## src/rtl/e1_alarm_pkg.sv

```systemverilog
package e1_alarm_pkg;
   // Index of each latched status bit
   typedef enum int {
      STAT_REMOTE = 0,
      STAT_MFRAME = 1,
      STAT_SYNC   = 2
   } stat_idx_e;

   localparam int NUM_STAT  = 3;
   localparam int NUM_ALARM = 2;

   function automatic int cnt_width(input int limit);
      return (limit > 1) ? $clog2(limit + 1) : 1;
   endfunction
endpackage

```

## src/rtl/e1_consec_filter.sv

```systemverilog
module e1_consec_filter #(
   parameter int CONSEC = 3
) (
   input  logic clk,
   input  logic rst_n,
   input  logic occ_vld,
   input  logic occ_bit,
   output logic state
);
   localparam int CW = e1_alarm_pkg::cnt_width(CONSEC);

   if (CONSEC < 1) begin : g_bad_consec
      $error("e1_consec_filter: CONSEC must be at least 1");
   end

   if (CONSEC == 1) begin : g_direct
      always_ff @(posedge clk or negedge rst_n) begin
         if (!rst_n)       state <= 1'b0;
         else if (occ_vld) state <= occ_bit;
      end
   end else begin : g_counted
      logic [CW-1:0] run_cnt;
      always_ff @(posedge clk or negedge rst_n) begin
         if (!rst_n) begin
            state   <= 1'b0;
            run_cnt <= '0;
         end else if (occ_vld) begin
            if (occ_bit == state) begin
               run_cnt <= '0;
            end else if (run_cnt == CW'(CONSEC - 1)) begin
               state   <= occ_bit;
               run_cnt <= '0;
            end else begin
               run_cnt <= run_cnt + 1'b1;
            end
         end
      end
   end
endmodule

```

## src/rtl/e1_zero_run.sv

```systemverilog
module e1_zero_run #(
   parameter int RUN_LEN = 32
) (
   input  logic clk,
   input  logic rst_n,
   input  logic pos_in,
   input  logic neg_in,
   output logic loss
);
   localparam int CW = e1_alarm_pkg::cnt_width(RUN_LEN);

   if (RUN_LEN < 2) begin : g_bad_run
      $error("e1_zero_run: RUN_LEN must be at least 2");
   end

   logic [CW-1:0] zero_cnt;
   logic          mark;

   assign mark = pos_in | neg_in;

   always_ff @(posedge clk or negedge rst_n) begin
      if (!rst_n) begin
         zero_cnt <= '0;
         loss     <= 1'b0;
      end else if (mark) begin
         zero_cnt <= '0;
         loss     <= 1'b0;
      end else if (zero_cnt != CW'(RUN_LEN)) begin
         zero_cnt <= zero_cnt + 1'b1;
         if (zero_cnt == CW'(RUN_LEN - 1)) loss <= 1'b1;
      end
   end
endmodule

```

## src/rtl/e1_stat_latch.sv

```systemverilog
module e1_stat_latch #(
   parameter int N = 3
) (
   input  logic         clk,
   input  logic         rst_n,
   input  logic [N-1:0] live,
   input  logic [N-1:0] clr,
   output logic [N-1:0] stat
);
   if (N < 1) begin : g_bad_n
      $error("e1_stat_latch: N must be at least 1");
   end

   for (genvar i = 0; i < N; i++) begin : g_bit
      always_ff @(posedge clk or negedge rst_n) begin
         if (!rst_n) stat[i] <= 1'b0;
         else        stat[i] <= (stat[i] & ~clr[i]) | live[i];
      end
   end
endmodule

```

## src/rtl/e1_rx_alarm.sv

```systemverilog
module e1_rx_alarm #(
   parameter int CONSEC_RAI = 3,
   parameter int CONSEC_MFA = 3,
   parameter int RUN_LEN    = 32
) (
   input  logic       clk,
   input  logic       rst_n,
   input  logic       rai_vld,
   input  logic       rai_bit,
   input  logic       mfa_vld,
   input  logic       mfa_bit,
   input  logic       pos_rail,
   input  logic       neg_rail,
   input  logic       sync_loss,
   input  logic [2:0] stat_clr,
   output logic       remote_alarm,
   output logic       mf_alarm,
   output logic       carrier_loss,
   output logic [2:0] stat
);
   import e1_alarm_pkg::*;

   logic [NUM_ALARM-1:0] a_vld, a_bit, a_state;
   logic [NUM_STAT-1:0]  live;

   assign a_vld = {mfa_vld, rai_vld};
   assign a_bit = {mfa_bit, rai_bit};

   for (genvar i = 0; i < NUM_ALARM; i++) begin : g_alarm
      localparam int CN = (i == 0) ? CONSEC_RAI : CONSEC_MFA;
      e1_consec_filter #(.CONSEC(CN)) u_filt (
         .clk     (clk),
         .rst_n   (rst_n),
         .occ_vld (a_vld[i]),
         .occ_bit (a_bit[i]),
         .state   (a_state[i])
      );
   end

   assign remote_alarm = a_state[0];
   assign mf_alarm     = a_state[1];

   e1_zero_run #(.RUN_LEN(RUN_LEN)) u_zrun (
      .clk    (clk),
      .rst_n  (rst_n),
      .pos_in (pos_rail),
      .neg_in (neg_rail),
      .loss   (carrier_loss)
   );

   always_comb begin
      live              = '0;
      live[STAT_REMOTE] = remote_alarm;
      live[STAT_MFRAME] = mf_alarm;
      live[STAT_SYNC]   = sync_loss;
   end

   e1_stat_latch #(.N(NUM_STAT)) u_stat (
      .clk   (clk),
      .rst_n (rst_n),
      .live  (live),
      .clr   (stat_clr),
      .stat  (stat)
   );
endmodule

```

## config.mk

```make
export PLATFORM = sky130hd
export DESIGN_NAME = e1_rx_alarm
export DESIGN_NICKNAME = d
export VERILOG_FILES = /design/src/rtl/e1_alarm_pkg.sv /design/src/rtl/e1_consec_filter.sv /design/src/rtl/e1_zero_run.sv /design/src/rtl/e1_stat_latch.sv /design/src/rtl/e1_rx_alarm.sv
export SDC_FILE = /design/constraint.sdc
export NUM_CORES = 1
export LEC_CHECK = 0
export ABC_AREA = 1
export ABC_CLOCK_PERIOD_IN_PS = 1000
export BUFFER_PORTS_ARGS = -buffer_cell sky130_fd_sc_hd__buf_2
export CAP_MARGIN = 20
export CORE_UTILIZATION = 46
export DETAILED_ROUTE_END_ITERATION = 10
export PLACE_DENSITY = 0.8
export SYNTH_ARGS = -nofsm -noshare
export SYNTH_HDL_FRONTEND = slang
export SYNTH_SLANG_ARGS = --single-unit
```

## constraint.sdc

```tcl
create_clock -name clk -period 1 [get_ports clk]
set_input_delay 0.05 -clock clk [delete_from_list [all_inputs] [get_ports clk]]
set_output_delay 0.05 -clock clk [all_outputs]
set_load 0.05 [all_outputs]
```

* Yosys cells after proc, flatten, opt, wreduce, memory -nomap -nowiden
Cells that the tools add are included.
** Operators by class
- Add/subtract/negate cells :: 3
- Equal/unequal tests :: 6
- Multiplexer cells :: 9
- Bitwise operators :: 12
- Reductions and logical operators :: 5
** Operators by type and width (count)
- $mux W6 :: 2
- $mux W2 :: 4
- $add A6 B1 Y6 const B :: 1
- $eq A6 B5 Y1 const B :: 1
- $ne A6 B6 Y1 const B :: 1
- $reduce_and A3 Y1 :: 2
- $not A1 Y1 :: 5
- $add A2 B1 Y2 const B :: 2
- $eq A2 B2 Y1 const B :: 2
- $or A1 B1 Y1 :: 4
- $reduce_bool A2 Y1 :: 2
- $and A1 B1 Y1 :: 3
- $mux W1 :: 3
- $eq A1 B1 Y1 :: 2
- $reduce_and A2 Y1 :: 1
** Storage, ports and cells
- Register bits :: 16
- Bits of input ports :: 12
- Output and inout port bits :: 6
- Word-level logic and storage cells :: 44

* Longest topological paths before layout
Gate-level depths: netlist of the first run.
- Word-level depth :: 4
- Gate-level depth with buffers :: 7

* By module
A second synthesis of the first run with hierarchy kept.
** Second synthesis, totals
- Cell total of the unflattened synthesis :: 116
- Area, all modules :: 839.6 µm²
** Modules (own cells, without submodules)
- e1_zero_run :: times used 1, cells each 47, area an instance 386.6 µm²
- e1_consec_filter :: times used 2, cells each 27, area an instance 166.4 µm²
- e1_stat_latch :: times used 1, cells each 15, area an instance 120.1 µm²

* Worst setup path after synthesis of the first run
OpenSTA, ideal clock, no wires.
- Path type :: register -> register
- From :: register g_alarm[0].u_filt.state
- To :: register g_alarm[0].u_filt.g_counted.run_cnt[0]
- Library setup time :: 0.126 ns
- Arrival time :: 0.946 ns
- Required time :: 0.874 ns
- Slack :: -0.072 ns
- Stages on the path, launching flop included :: 6
- Buffers on the path :: 0
- Period minus slack after synthesis :: 1.072 ns
- Path through :: dfrtp_1 nand2_1 nand2_1 nor2_1 nand2_1 o21ai_0
** On the way
- Word-level cells in the longest chain between the ends :: 2
** Ends and longest elaborated chain
- start: declaration :: RTL line e1_consec_filter.sv:8 : output logic state
- start signal: assignment :: RTL line e1_consec_filter.sv:31 : state <= occ_bit;
- $eq A1 B1 Y1 :: RTL line e1_consec_filter.sv:28 : if (occ_bit == state) begin
- $mux W2 :: RTL line e1_consec_filter.sv:28
- end signal: assignment :: RTL line e1_consec_filter.sv:34 : run_cnt <= run_cnt + 1'b1;
- end: declaration :: RTL line e1_consec_filter.sv:22 : logic [CW-1:0] run_cnt;
Every way passes these cells.
A chain may end at the register's enable or synchronous reset.

* Worst setup path in the final report of the first run
- From :: register u_zrun.zero_cnt[1]
- To :: register u_zrun.zero_cnt[1]
** On the way
- Word-level cells in the longest chain between the ends :: 3
- Elaborated cells between the ends (all ways) :: 5
- Classes of those cells :: add/sub (1); eq/ne (1); mux (2); reduce/logical (1)
** Ends and longest elaborated chain
- start: declaration :: RTL line e1_zero_run.sv:16 : logic [CW-1:0] zero_cnt;
- start signal: assignment :: RTL line e1_zero_run.sv:29 : zero_cnt <= zero_cnt + 1'b1;
- $add A6 B1 Y6 :: RTL line e1_zero_run.sv:29
- $mux W6 :: RTL line e1_zero_run.sv:28 : end else if (zero_cnt != CW'(RUN_LEN)) begin
- $mux W6 :: RTL line e1_zero_run.sv:25 : end else if (mark) begin
Parallel ways exist; a longest one is shown, timed or not. The select of a mux whose other input is x is not followed.

==> key figures, run 1 <==
Run status
  – Status: finished with violations
  – Failing checks: negative setup slack

Placement
  – Placer Congestion: roughly 0.85
  – Worst slack, placed: -113 ps
  – DP HPWL: around 1.2 mm
  – Count of port buffers added during placement: 17

Die
  – Initial Utilization: 52.1%
  – Site row count: 14
  – Die Y: about 44 um
  – Die Width: approximately 44 um
  – I/O pin total: 18
  – Die ar.: 1980 um2
  – Core area: 1590 um2

CTS
  – Clock transition at path regs: ~90 ps
  – Clock Latency Late Sink: between 200 and 300 ps
  – CTS tree: done
  – CTS max path bufs: 2
  – H-tree Lvls: 1
  – CTS Buf Count: 3
  – Sinks on the clock net: 16
  – Root buffer cell: clkbuf_4

Worst setup path
  – Worst reg2reg startpoint: u_zrun.zero_cnt[1]
  – Critical path class: reg -> reg
  – Crit-path max FO: 4
  – Nature of the critical path startpoint: flop
  – CP endpoint kind: flop
  – Critical path required time: ~1200 ps
  – R2R Setup Slk: -110 ps
  – WP data arrival: 1290 ps
  – Crit Reg-Reg Endpoint: u_zrun.zero_cnt[1]
  – FF-to-FF path depth: 7

Timing
  – Final WS setup: -110 ps
  – RSZ-0062 raised after global routing: yes
  – Final Max Tran Viols: 0
  – Final Cycle Share: 111%
  – Worst-Margin Slew: approximately 340 ps
  – Final Hold Viols: 0
  – Worst slew margin: about 77%
  – Minimum clock period: between 1000 and 1500 ps
  – Hold WS: between 20 and 25 ps
  – Setup Viol. Count Final: 7
  – Clock Skew: about 3.4 ps
  – Fmax achieved: roughly 0.9 GHz

Detailed routing
  – Routed WL per cell: between 9 and 10 um
  – Detailed Route WL: approximately 1.6 mm
  – Vias: 745
  – Vias per cell: approximately 4.5
  – Antenna Violating Nets Remaining: 0
  – First-pass detailed-route iteration total: 4
  – DRC viols: 0
  – DRT iter0 DRCs: 4

Synth
  – Post-synthesis sequential area ratio: about 48%
  – Yosys cell types: 14
  – Mapped cell area: 831 um2
  – Syn_nets: 123
  – Avg Cell Area, Syn: about 7.6 um2
  – Ys Warns: 0
  – Syn Inst Count: between 100 and 150
  – Seq cells post-synth: 16

Cells and area
  – Share of layout cells above drive strength 1: a little under a third
  – Area Growth Syn to Fin: 33.0%
  – # nets final: 155
  – # fillers: about 140
  – Multi-input gate area: between 300 and 400 um2
  – Seq. cell area: 403 um2
  – Diode count: 0
  – Utilization after layout: a little under 70%

Min path
  – Hold EP: u_zrun.zero_cnt[3]
  – Worst Min Path Start: pos_rail
  – Worst Hold Class: in -> reg
  – WHS Path Cells: 4

Power and ir drop
  – Leak Pwr: 0.571 nW
  – Pwr/cell area: slightly below 2000 nW/um2
  – Peak supply drop: between 1.5 and 2 mV

GRT
  – Total gr overflow: 0
  – Initial antenna violation count: 0
  – Global-route wire length before repair: just over 3 mm
  – GRT Util Overall: 21.9%
  – Pin count of the biggest net entering global routing: 17
  – Vias in the first global route: between 700 and 800

Job
  – Max-cap violation count: 0
==> layer usage <==
metal	routed length (um)	vias up	part of all wire, %	track usage [%]
met1	679	340	42	24.9
met2	904	9	55	39.1
met5	0	-	0	0
met4	15	0	0.92	10.9
met3	31	2	1.9	3.67
li1	-	394	-	-
==> stage by stage <==
| stage | instances | area (um2) | power, mW | TNS [ps] |
|---|---|---|---|---|
| global placement | 152 | 966 | 1.62 | -86.4 |
| CTS | 163 | 1070 | 2.11 | -427 |
| detailed placement | 152 | 966 | 1.65 | -268 |
| floorplan | 109 | 836 | 1.46 | -74.1 |
| global route | 164 | 1100 | 2.28 | -1160 |
| finish | 164 | 1100 | 2.13 | -410 |
==> layout by cell type (no fill, tap or decap) <==
master / count
nand3_1: 8
o21bai_1: 3
a21oi_2: 1
buf_6: 2
o21ai_1: 1
clkbuf_4: 4
ha_1: 2
clkbuf_8: 1
inv_2: 4
a21oi_1: 2
nor2_1: 17
nand2_1: 22
nand2_2: 8
nor2_4: 2
inv_1: 16
dfrtp_2: 2
nor2_2: 2
dfrtp_1: 14
o21ai_0: 5
dlygate4sd3_1: 7
buf_2: 14
buf_4: 3
==> flip-flops by register name (all words and copies together), names as in the netlist <==
| register | flops |
|---|---|
| u_stat.stat | 3 |
| u_zrun.zero_cnt | 6 |
| u_zrun.loss | 1 |
| g_alarm.u_filt.g_counted.run_cnt | 4 |
| g_alarm.u_filt.state | 2 |
==> cells in the mapped netlist <==
cell type  instances  area, um2
dfrtp_1           16        400
inv_1             16       60.1
nand2_2            4       25.0
nor2_1            18       67.6
o21ai_0            6       30.0
nor2_4             2       22.5
nor2_2             1       6.26
nand3_1            8       40.0
inv_2              4       15.0
o21bai_1           3       22.5
a21oi_1            2       10.0
nand2_1           26       97.6
a21oi_2            1       8.76
ha_1               2       25.0
==> worst max-delay path by stage <==
stage / start / to
6_report: u_zrun.zero_cnt[1] / u_zrun.zero_cnt[1]
5_1_grt: u_zrun.zero_cnt[0] / u_zrun.zero_cnt[1]
4_1_cts: u_zrun.zero_cnt[1] / u_zrun.zero_cnt[1]
3_5_place_dp: u_zrun.zero_cnt[1] / u_zrun.zero_cnt[1]
3_3_place_gp: u_zrun.zero_cnt[1] / u_zrun.zero_cnt[1]
2_1_floorplan: u_zrun.zero_cnt[0] / u_zrun.zero_cnt[0]
==> critical path, cell delays in order (launching register included) <==
cell     delay (ps)
dfrtp_1         410
inv_1            60
ha_1            150
nand2_2          70
nor2_4          120
nand2_2          80
nand2_1          70
nand2_1          50
==> power by group <==
group / internal, mW / switching (mW)
combinational: 0.260 / 0.524
sequential: 0.807 / 0.121
clock: 0.222 / 0.197
total: 1.29 / 0.842
==> timing repair <==
action | 4_1_cts | 5_1_grt
endpoints found under the hold margin | 23 | 0
hold buffers | 7 | 0
buffers inserted | 0 | 1
pin swaps | 0 | 1
setup endpoints to repair | 7 | 11
resized for setup | 1 | 10
==> cell type report <==
| class | instances | share of cell area (%) |
|---|---|---|
| Tap cell | 24 | 2.72 |
| Timing Repair Buffer | 27 | 17.4 |
| Multi-Input combinational cell | 73 | 33.3 |
| Clock buffer | 4 | 3.28 |
| Sequential cell | 16 | 36.5 |
| Inverter | 20 | 6.80 |
==> cells by family (layout without fill, tap and decap cells) <==
logic type               count (synthesis)  count (layout)  synth area share [%]
buffers and inverters                   20              51                  9.04
flip-flops                              16              16                  48.2
AO/OA/AOI/OAI                           12              12                  8.58
adder cells (fa/ha/maj)                  2               2                  3.01
AND/OR/NAND/NOR                         59              59                  31.2
Note: power is estimated with default switching activity, not from simulation.
==> run 2, diff against run 1 <==
- CTS_BUF_LIST: default -> sky130_fd_sc_hd__clkbuf_16
==> run 2 against run 1 <==
The flow still finishes with violations (negative setup slack). Clock-buffer cell count down 1. Power increased by 14%. Sequential share of layout area is 0.57 points lower. Largest power group unchanged. Routed wire length is 7.1% higher. Combinational power decreased by 4.5%. Clock skew shrank 1.2 ps. Register-to-register slack got worse by 40 ps. Non-clock buffer count shrank 2. Via count is 2.8% higher. Clock power rose by 82%. Worst hold slack worse by 12 ps.
==> key figures, run 2 (synthesis gave the netlist of run 1 again) <==
Cells and area
  – Largest registers: u_zrun.zero_cnt (6), g_alarm.u_filt.g_counted.run_cnt (4), u_stat.stat (3)
  – Area Growth Syn to Fin: 35.1%
  – Diode count: 0 (unchanged)
  – # fillers: 132 (-7.7%)
  – Top reg by flops: u_zrun.zero_cnt
  – Share of layout cells above drive strength 1: 31.9% (+1.2 points)
  – Count of non-filler cells in the finished layout: 162 (-1.2%)
  – Utilization after layout: 70.4% (+1.1 points)
  – Largest register FFs: 6 (unchanged)
  – # nets final: 153 (-1.3%)
  – Commonest cells after routing, fill and taps aside: 22 x nand2_1, 17 x nor2_1, 17 x buf_2
  – Commonest non-fill, non-tap cell in the layout: nand2_1

Detailed routing
  – DRC viols: 0 (unchanged)
  – DRT iter0 DRCs: 16 (+12)
  – Antenna Violating Nets Remaining: 0 (unchanged)
  – Detailed Route WL: 1.75 mm (+7.1%)
  – Vias per cell: 4.73 (+4.1%)
  – First-pass detailed-route iteration total: 4 (unchanged)
  – Vias: 766 (+2.8%)
  – Routed WL per cell: 10.8 um (+8.4%)

Timing
  – Worst-Margin Slew: 348 ps (+8.94 ps)
  – Fmax achieved: 0.871 GHz (-3.3%)
  – Final Hold Viols: 0 (unchanged)
  – Final Cycle Share: 115% (+3.8 points)
  – Setup TNS: -612 ps (-202 ps)
  – Worst slew margin: 76.8% (-0.60 points)
  – Setup Viol. Count Final: 7 (unchanged)
  – Minimum clock period: 1150 ps (+38.1 ps)
  – RSZ-0062 raised after global routing: yes
  – Clock Skew: 2.27 ps (-1.17 ps)
  – Hold WS: 8.33 ps (-12.2 ps)
  – Final WS setup: -148 ps (-38.1 ps)
  – Final Max Tran Viols: 0 (unchanged)

GRT
  – GRT busiest layer: met2
  – Global-route wire length before repair: 3.09 mm (+1.4%)
  – M1 GR Usage: 23.7% (-1.2 points)
  – GRT Util Overall: 22.0% (+0.13 points)
  – GR met2 Demand/Resource: 41.2% (+2.1 points)
  – Initial antenna violation count: 0 (unchanged)
  – Global-route met3 utilization: 1.63% (-2.0 points)
  – Total gr overflow: 0 (unchanged)
  – Pin count of the biggest net entering global routing: 17 (unchanged)
  – Vias in the first global route: 813 (+1.8%)

Die
  – Site row count: 14 (unchanged)
  – Initial Utilization: 52.1% (unchanged)
  – Die Y: 44.5 um (unchanged)
  – Die ar.: 1980 um2 (unchanged)
  – Die Width: 44.5 um (unchanged)
  – I/O pin total: 18 (unchanged)
  – Core area: 1590 um2 (unchanged)

CTS
  – CTS tree: done
  – Root buffer cell: clkbuf_16
  – CTS Buf Count: 3 (unchanged)
  – H-tree Lvls: 1 (unchanged)
  – Clock Latency Late Sink: 240 ps (-40 ps)
  – Sinks on the clock net: 16 (unchanged)
  – CTS max path bufs: 2 (unchanged)
  – Clock transition at path regs: 50 ps (-40 ps)

Worst setup path
  – Nature of the critical path startpoint: flop
  – Critical path required time: 1130 ps (-50 ps)
  – Critical path class: reg -> reg
  – Worst Setup SP: u_zrun.zero_cnt[1]
  – WP data arrival: 1280 ps (about the same)
  – Crit-path max FO: 4 (unchanged)
  – Worst reg2reg startpoint: u_zrun.zero_cnt[1]
  – CP endpoint kind: flop

Run status
  – Failing checks: negative setup slack
  – Status: finished with violations

Job
  – Max-cap violation count: 0 (unchanged)

Placement
  – Count of port buffers added during placement: 17 (unchanged)
  – Placed cell count: 152 (unchanged)
  – DP HPWL: 1.18 mm (unchanged)
  – Placer Congestion: 0.847 (unchanged)

Power and ir drop
  – Pwr/cell area: 2170 nW/um2 (+13%)
  – Peak supply drop: 2.00 mV (+7.6%)
  – Leak Pwr: 0.589 nW (+3.1%)

Min path
  – Worst Hold Class: in -> reg
  – Worst Min Path Start: sync_loss
-- run 2: changes by cell type in the layout (fill, tap and decap cells not counted), sizes merged --
cell         before  now
dlygate4sd3       7    4
clkbuf            5    3
clkinv            0    1
buf              19   21
-- run 2: what timing repair did --
| action | CTS | global route |
|---|---|---|
| hold buffers | 4 | 0 |
| gates cloned | 0 | 0 |
| gates resized for setup | 0 | 8 |
| hold endpoints to repair | 19 | 0 |
| buffers inserted | 0 | 2 |
| setup endpoints to repair | 6 | 9 |
-- run 2: per-stage QoR --
stage | setup WS, ps | area [um2] | power, mW
after detailed placement | -113 | 966 | 1.65
after floorplan | -32.2 | 836 | 1.46
after global routing | -216 | 1120 | 2.59
final | -148 | 1120 | 2.44
after CTS | -120 | 1080 | 2.43
after global placement | -32.7 | 966 | 1.62
-- run 2: worst paths after layout --
path	endpoint	slack [ps]	depth (start not counted)
worst max-delay path	u_zrun.zero_cnt[1]	-150	7
worst min-delay path	u_stat.stat[2]	8	2
worst max register to register	u_zrun.zero_cnt[1]	-150	7
worst min register to register	u_stat.stat[0]	510	2
max in group asynchronous	g_alarm[0].u_filt.state	480	2
min in group asynchronous	g_alarm[0].u_filt.g_counted.run_cnt[0]	240	2
-- run 2: metal layers --
layer | wire length [um] | part of all wire [%]
met5 | 0 | 0
met4 | 41 | 2.3
met3 | 57 | 3.3
met2 | 991 | 57
met1 | 657 | 38
-- run 2: cell type report --
class                           instances  area, um2  area share [%]
Sequential cell                        16        403            35.9
Multi-Input combinational cell         73        373            33.2
Timing Repair Buffer                   25        163            14.5
Clock buffer                            3       75.1            6.69
Inverter                               20       75.1            6.69
Tap cell                               24       30.0            2.68
Clock inverter                          1       3.75           0.334
-- run 2: critical path: stages, from the launching register on --
cell and delay, ps:
dfrtp_1 410, inv_1 70, ha_1 150, nand2_2 70, nor2_4 120, nand2_2 80
nand2_1 80, nand2_1 50
-- run 2: power by group --
group	leakage (nW)	switching, mW	internal, mW	total (mW)
sequential	0.206	0.114	0.811	0.924
clock	0.0385	0.234	0.529	0.763
combinational	0.344	0.525	0.223	0.748
total	0.589	0.873	1.56	2.44
